### config.mk
export PLATFORM = sky130hd
export DESIGN_NAME = bitclk_recover
export DESIGN_NICKNAME = d
export VERILOG_FILES = /design/src/rtl/bcr_pkg.sv /design/src/rtl/bcr_history.sv /design/src/rtl/bcr_phase.sv /design/src/rtl/bcr_collect.sv /design/src/rtl/bitclk_recover.sv
export SDC_FILE = /design/constraint.sdc
export NUM_CORES = 1
export LEC_CHECK = 0
export BUFFER_PORTS_ARGS = -buffer_cell sky130_fd_sc_hd__buf_2
export CAP_MARGIN = 20
export CORE_ASPECT_RATIO = 0.9
export CORE_MARGIN = 3
export CORE_UTILIZATION = 57
export DETAILED_ROUTE_END_ITERATION = 10
export GPL_TIMING_DRIVEN = 0
export PLACE_DENSITY = 0.78
export SYNTH_ARGS = -nofsm -noshare
export SYNTH_HDL_FRONTEND = slang
export SYNTH_SLANG_ARGS = --single-unit
### constraint.sdc
create_clock -name clk -period 4.8 [get_ports clk]
set_input_delay 0.96 -clock clk [delete_from_list [all_inputs] [get_ports clk]]
set_output_delay 0.96 -clock clk [all_outputs]
set_load 0.03 [all_outputs]
### src/rtl/bcr_pkg.sv
package bcr_pkg;
  // 2-of-3 majority over the three newest decisions
  function automatic logic maj3(input logic [2:0] h);
    return (h[0] & h[1]) | (h[0] & h[2]) | (h[1] & h[2]);
  endfunction
endpackage

### src/rtl/bcr_history.sv
module bcr_history #(
  parameter int HIST_W = 8
) (
  input  logic              clk,
  input  logic              rst_n,
  input  logic              valid,
  input  logic              bit_in,
  output logic [HIST_W-1:0] hist_q,
  output logic [HIST_W-1:0] hist_next,
  output logic              edge_now
);
  always_comb begin
    hist_next = {hist_q[HIST_W-2:0], bit_in};
    edge_now  = valid & (hist_q[0] ^ bit_in);
  end

  always_ff @(posedge clk) begin
    if (!rst_n)     hist_q <= '0;
    else if (valid) hist_q <= hist_next;
  end
endmodule

### src/rtl/bcr_phase.sv
module bcr_phase #(
  parameter int PH_MAX    = 256,
  parameter int PH_INC    = 32,
  parameter int PH_THRESH = 128,
  parameter int PH_STEP   = 8,
  parameter int PH_W      = 10
) (
  input  logic            clk,
  input  logic            rst_n,
  input  logic            valid,
  input  logic            edge_now,
  output logic [PH_W-1:0] phase_q,
  output logic            wrap
);
  localparam logic [PH_W-1:0] K_MAX  = PH_W'(PH_MAX);
  localparam logic [PH_W-1:0] K_INC  = PH_W'(PH_INC);
  localparam logic [PH_W-1:0] K_THR  = PH_W'(PH_THRESH);
  localparam logic [PH_W-1:0] K_STEP = PH_W'(PH_STEP);

  // edge nudge: advance below threshold, retard at or above it
  function automatic logic [PH_W-1:0] nudge(input logic [PH_W-1:0] p, input logic e);
    if (!e)        return p;
    if (p < K_THR) return p + K_STEP;
    return p - K_STEP;
  endfunction

  logic [PH_W-1:0] sum;

  always_comb begin
    sum  = nudge(phase_q, edge_now) + K_INC;
    wrap = valid && (sum >= K_MAX);
  end

  always_ff @(posedge clk) begin
    if (!rst_n)     phase_q <= '0;
    else if (wrap)  phase_q <= sum - K_MAX;
    else if (valid) phase_q <= sum;
  end
endmodule

### src/rtl/bcr_collect.sv
module bcr_collect #(
  parameter int FOUND_W = 8
) (
  input  logic               clk,
  input  logic               rst_n,
  input  logic               wrap,
  input  logic               vote,
  output logic               strobe_q,
  output logic               data_q,
  output logic [FOUND_W-1:0] found_q
);
  always_ff @(posedge clk) begin
    if (!rst_n) begin
      strobe_q <= 1'b0;
      data_q   <= 1'b0;
      found_q  <= '0;
    end else begin
      strobe_q <= wrap;
      if (wrap) begin
        data_q  <= vote;
        found_q <= {found_q[FOUND_W-2:0], vote};
      end
    end
  end
endmodule

### src/rtl/bitclk_recover.sv
module bitclk_recover #(
  parameter int PH_MAX    = 256,
  parameter int PH_INC    = 32,
  parameter int PH_THRESH = PH_MAX / 2,
  parameter int PH_STEP   = 8,
  parameter int HIST_W    = 8,
  parameter int FOUND_W   = 8
) (
  input  logic               clk,
  input  logic               rst_n,
  input  logic               dec_valid,
  input  logic               dec_bit,
  output logic               bit_strobe,
  output logic               bit_data,
  output logic [FOUND_W-1:0] found_bits
);
  localparam int PH_W = $clog2(PH_MAX) + 2;

  logic [HIST_W-1:0] hist_q;
  logic [HIST_W-1:0] hist_next;
  logic              edge_now;
  logic [PH_W-1:0]   phase_q;
  logic              wrap;
  logic              vote;

  bcr_history #(.HIST_W(HIST_W)) u_hist (
    .clk(clk), .rst_n(rst_n), .valid(dec_valid), .bit_in(dec_bit),
    .hist_q(hist_q), .hist_next(hist_next), .edge_now(edge_now)
  );

  bcr_phase #(
    .PH_MAX(PH_MAX), .PH_INC(PH_INC), .PH_THRESH(PH_THRESH),
    .PH_STEP(PH_STEP), .PH_W(PH_W)
  ) u_phase (
    .clk(clk), .rst_n(rst_n), .valid(dec_valid), .edge_now(edge_now),
    .phase_q(phase_q), .wrap(wrap)
  );

  assign vote = bcr_pkg::maj3(hist_next[2:0]);

  bcr_collect #(.FOUND_W(FOUND_W)) u_coll (
    .clk(clk), .rst_n(rst_n), .wrap(wrap), .vote(vote),
    .strobe_q(bit_strobe), .data_q(bit_data), .found_q(found_bits)
  );
endmodule

== After elaboration in Yosys (flattened, before gate mapping) ==
Cells that the tools add are included.
Widths: inputs -> output; s select.

* Bits in registers: 22
* Logic and storage cells: 28

* Add/subtract/negate cells: 4
* Multiplexer cells: 8
* Bitwise logic cells: 7
* $lt $le $gt $ge: 2
* Reduce and logical (&&, ||, !) cells: 2

{| class="wikitable"
|+ Operators by type and width
! kind !! number
|-
| $mux 10 || 6
|-
| $add 10x4->10 const B || 1
|-
| $add 10x6->10 const B || 1
|-
| $ge 10x9->1 const B || 1
|-
| $lt 10x8->1 const B || 1
|-
| $sub 10x4->10 const B || 1
|-
| $sub 10x9->10 const B || 1
|-
| $and 1x1->1 || 4
|-
| $mux 1 || 2
|-
| $or 1x1->1 || 2
|-
| $reduce_bool 2->1 || 1
|-
| $logic_and 1x1->1 || 1
|-
| $xor 1x1->1 || 1
|}

== Longest topological paths before layout ==
* Depth after elaboration: 10
* Gate-level depth with buffers: 15
* Gate-level depth less buffers: 14

== By module ==
A second synthesis with hierarchy kept.

* Cell total of the unflattened synthesis: 172
* Area total of the unflattened synthesis: 1591.5 µm²

{| class="wikitable"
|+ Modules (own cells, without submodules)
! module !! area each (µm²) !! cells each !! sequential area each (µm²) !! instances
|-
| bcr_phase || 865.8 || 108 || 140.1 || 1
|-
| bcr_history || 377.9 || 35 || 160.2 || 1
|-
| bcr_collect || 336.6 || 28 || 180.2 || 1
|-
| bitclk_recover || 11.3 || 1 || 0.0 || 1
|}

== Least setup slack after synthesis ==
Ideal clock, no wire load.

* Path kind: in2reg
* Start: input dec_bit
* End: register u_coll.found_q[0]
* Setup slack: 1.204 ns
* Cell stages on the path: 14
* Library setup time: 0.072 ns
* Arrival time: 3.524 ns
* Path buffers: 1
* Required time: 4.728 ns
* Path through: ha_1 > nand2_2 > nor4b_1 > a211oi_2 > inv_1 > ha_1 > inv_1 > a211oi_1 > xor2_1 > ha_1 > inv_1 > o311ai_1 > buf_4 > mux2i_1

* Longest elaborated chain between the ends: 6
* Elaborated cells between the ends (all ways): 10
* Classes of those cells: 1 x add/sub; 1 x order compare; 1 x mux; 6 x bitwise; 1 x reduce/logical

{| class="wikitable"
|+ RTL lines
! item !! RTL line !! source
|-
| start: declaration || bitclk_recover.sv:12 || <nowiki>input logic dec_bit,</nowiki>
|-
| $xor 1x1->1 || bcr_history.sv:14 || <nowiki>edge_now = valid & (hist_q[0] ^ bit_in);</nowiki>
|-
| $and 1x1->1 || bcr_history.sv:14 ||
|-
| $mux 10 || bcr_phase.sv:23 || <nowiki>if (p < K_THR) return p + K_STEP;</nowiki>
|-
| $add 10x6->10 || bcr_phase.sv:30 || <nowiki>sum = nudge(phase_q, edge_now) + K_INC;</nowiki>
|-
| $ge 10x9->1 || bcr_phase.sv:31 || <nowiki>wrap = valid && (sum >= K_MAX);</nowiki>
|-
| $logic_and 1x1->1 || bcr_phase.sv:31 ||
|-
| end signal: assignment || bcr_collect.sv:21 || <nowiki>found_q <= {found_q[FOUND_W-2:0], vote};</nowiki>
|-
| end: declaration || bcr_collect.sv:10 || <nowiki>output logic [FOUND_W-1:0] found_q</nowiki>
|}

Several ways; a longest one is shown, not always the timed one.
A chain may end at the register's enable or synchronous reset.

== Worst setup path after layout ==
* Start: register u_phase.phase_q[7]
* End: register u_coll.found_q[1]

* Longest elaborated chain between the ends: 8
* Elaborated cells between the ends (all ways): 12
* Classes of those cells: 3 x add/sub; 2 x order compare; 6 x mux; 1 x reduce/logical

{| class="wikitable"
|+ RTL lines
! item !! RTL line !! source
|-
| start: declaration || bcr_phase.sv:12 || <nowiki>output logic [PH_W-1:0] phase_q,</nowiki>
|-
| start signal: assignment || bcr_phase.sv:36 || <nowiki>else if (wrap) phase_q <= sum - K_MAX;</nowiki>
|-
| start signal: assignment || bcr_phase.sv:37 || <nowiki>else if (valid) phase_q <= sum;</nowiki>
|-
| $lt 10x8->1 || bcr_phase.sv:23 ||
|-
| $mux 1 (2 in a row) || bcr_phase.sv:23 ||
|-
| $mux 10 || bcr_phase.sv:24 || <nowiki>return p - K_STEP;</nowiki>
|-
| $mux 10 * || bcr_phase.sv:23 ||
|-
| $add 10x6->10 * || bcr_phase.sv:30 ||
|-
| $ge 10x9->1 * || bcr_phase.sv:31 ||
|-
| $logic_and 1x1->1 * || bcr_phase.sv:31 ||
|}

Every way passes the cells marked *; elsewhere a longest branch is shown, timed or not. The select of a mux whose other input is x is not followed.

==> flow_metrics.tcl <==
set metrics [dict create \
    drc 0 \
    clk_latency_ps 290 \
    slew_headroom_pct 59.6 \
    wl_um 2350 \
    hold_viol 0 \
    numCtsBuffers 3 \
    die-height_um 49.8 \
    synth_top_cell_by_area "dfxtp_1" \
    ir_drop_v 0.000282 \
    ys_warn_count 0 \
    fillers 152 \
    die-area_um2 2720 \
    dr.pass1.iters 4 \
    setup_ws_ps 671 \
    setup_viol_count_final 0 \
    report.final.slew_viol_count 0 \
    grt_pass1_wl_um 4110 \
    antenna_cells 0 \
    outcome "completed" \
    netlist.area_leader.share_pct 29.7 \
    p_total_mw 0.612 \
    synth_area_leaders "dfxtp_1, mux2i_1, ha_1" \
    syn_nets 144 \
    nets 162 \
    io_buffers 13 \
    clock.fmax_ghz 0.242 \
    cts_sinks 18 \
    cp_slowest_cell "or3_1" \
    worstMarginPinSlew_ps 600 \
    max_stage_delay_ps 550 \
    path_max_fanout 10 \
    p_per_area_nw_per_um2 455 \
    drive_above_1_share_pct 19.2 \
    final_area_um2 1350 \
    pin_count 14 \
    drt_iter0_markers 11 \
    syn_avg_cell_area_um2 9.41 \
    met1_usage_pct 28.9 \
    synthFlopType "dfxtp_1" \
    root_buffer "clkbuf_4" \
    synthArstFlopShare_pct 0 \
    drv_cap 0 \
    vias 964 \
    synth-edff-count 0 \
    ys_types 45 \
    vias_per_cell 5.64 \
    cts_max_level 1 \
    required_ps 5020 \
    coreArea_um2 1970 \
    hold_class "flop to flop" \
    syn_inst 129 \
    ys_ff_latch 18 \
    gp_congestion 0.826 \
    cts.reportedPaths.clkPinSlew_ps 100 \
    period_needed_ps 4130 \
    grt_overflow 0 \
    cts_tree "done" \
    grt_pass1_vias 891 \
    die_x_um 54.6 \
    period_share_pct 86.0 \
    tns_ps 0 \
    grt.met3_usage_pct 4.53 \
    fin_skew_ps 6.78 \
    whs_ps 460 \
    place_ws_ps 557 \
    cp-start-kind "flop" \
    track_usage_pct 20.7 \
    cp_cell_sequence "or3_1 -> ha_1 -> a21o_1 -> nor4b_1 -> a211oi_2 -> inv_1 -> ha_1 -> inv_1 -> a211oi_1 -> xor2_1 -> ha_1 -> inv_1 -> o311ai_1 -> buf_4 -> mux2i_1" \
    rsz0062_at_grt "no" \
    dpl.hpwl_um 1860 \
    post_cts_buffers 0 \
    cts_resized 0 \
    cp_num_buf_inv 4 \
    place_area_um2 1310 \
    yosysSeqAreaShare_pct 29.7 \
    crit_family "simple AND/OR/NAND/NOR gates" \
    end_kind "flop" \
    crit_arrival_ps 4350 \
    rows 15 \
    top_usage_layer "met2" \
    antenna_found_initial 0 \
    cts_hold_buffers 0 \
    grt_max_degree 11 \
    wl_per_cell_um 13.7 \
    start_util_pct 61.6 \
    grtUsageMet2_pct 30.5 \
    synthToLayoutAreaGrowth_pct 10.9 \
    leakage_nw 0.608 \
    cts_buffer_depth 2 \
    synth_area_um2 1210 \
    crit_type "flop to flop" \
    detail-route-antenna-nets 0 \
]
## worst paths after layout
check / start / end / slack (ps) / cells after the start
setup / recovery: u_phase.phase_q[7] / u_coll.found_q[1] / 670 / 15
hold / removal: u_coll.found_q[7] / u_coll.found_q[7] / 460 / 2
setup reg to reg: u_phase.phase_q[7] / u_coll.found_q[1] / 670 / 15
hold reg to reg: u_coll.found_q[7] / u_coll.found_q[7] / 460 / 2
## registers in the layout, indices dropped and copies added (netlist names)
name,count
u_coll.found_q,8
u_phase.phase_q,7
u_hist.hist_q,2
u_coll.strobe_q,1
## cell families after synthesis
group	after synthesis	synth area share, %
compound gates	32	22.6
xor+xnor	5	3.61
buf+inv	10	4.33
mux	13	10.7
simple gates	40	17.1
flops	18	29.7
fa+ha+maj	11	12.0
## power by group
group          switching, mW  internal [mW]  leakage (nW)
Combinational          0.193          0.141         0.440
Sequential            0.0216          0.165         0.147
Clock                 0.0454         0.0462        0.0210
## worst register-to-register path: stages, from the launching register on
cell,delay (ps)
dfxtp_1,410
or3_1,550
ha_1,350
a21o_1,220
nor4b_1,410
a211oi_2,130
inv_1,110
ha_1,220
inv_1,100
a211oi_1,240
xor2_1,280
ha_1,210
inv_1,70
o311ai_1,280
buf_4,250
mux2i_1,220
## synthesized netlist by cell type (all sizes together) (2+ instances only)
cell    count
ha         10
and2        3
nor2       11
o21a        2
nor3        2
dfxtp      18
xnor2       3
a211oi      6
nand4b      2
clkbuf      2
inv         4
mux2i      13
o21ai       5
xor2        2
a31oi       3
nand2      12
nor3b       3
buf         3
a21oi       5
## cells in the final DEF, fill, tap and decap left out, types with 2 or more instances in the layout
| cell type | Yosys | final |
|---|---|---|
| a211oi_1 | 3 | 3 |
| a211oi_2 | 2 | 2 |
| a21oi_1 | 4 | 4 |
| a31oi_1 | 3 | 3 |
| and2_1 | 3 | 3 |
| buf_2 | 0 | 13 |
| buf_4 | 2 | 2 |
| clkbuf_1 | 2 | 2 |
| clkbuf_4 | 0 | 3 |
| dfxtp_1 | 18 | 18 |
| ha_1 | 10 | 10 |
| inv_1 | 4 | 4 |
| mux2i_1 | 13 | 13 |
| nand2_1 | 11 | 11 |
| nand4b_1 | 2 | 2 |
| nor2_1 | 11 | 11 |
| nor3_1 | 2 | 2 |
| nor3b_1 | 3 | 3 |
| o21a_1 | 2 | 2 |
| o21ai_0 | 4 | 4 |
| xnor2_1 | 3 | 3 |
| xor2_1 | 2 | 2 |
## per-layer routing
metal | vias up | routed length, um | part of all wire, %
met5 | - | 0 | 0
met4 | 0 | 32 | 1.4
met3 | 4 | 65 | 2.8
met2 | 11 | 1150 | 49
met1 | 438 | 1100 | 47
li1 | 511 | - | -
## cell type report
| type | count | area, um^2 | area share [%] |
|---|---|---|---|
| clock buffer | 4 | 36.3 | 2.70 |
| buffer | 5 | 33.8 | 2.51 |
| timing repair buffer | 13 | 65.1 | 4.83 |
| sequential | 18 | 360 | 26.8 |
| inverter | 5 | 18.8 | 1.39 |
| tap | 25 | 31.3 | 2.32 |
| multi-input combinational | 101 | 801 | 59.5 |
## per-stage QoR
stage	cells	util (%)
finish	171	68.3
global route	171	68.3
CTS	171	68.3
detailed placement	167	66.5
global placement	167	66.5
floorplan	129	-
No activity file was read; power rests on OpenSTA's default activity.
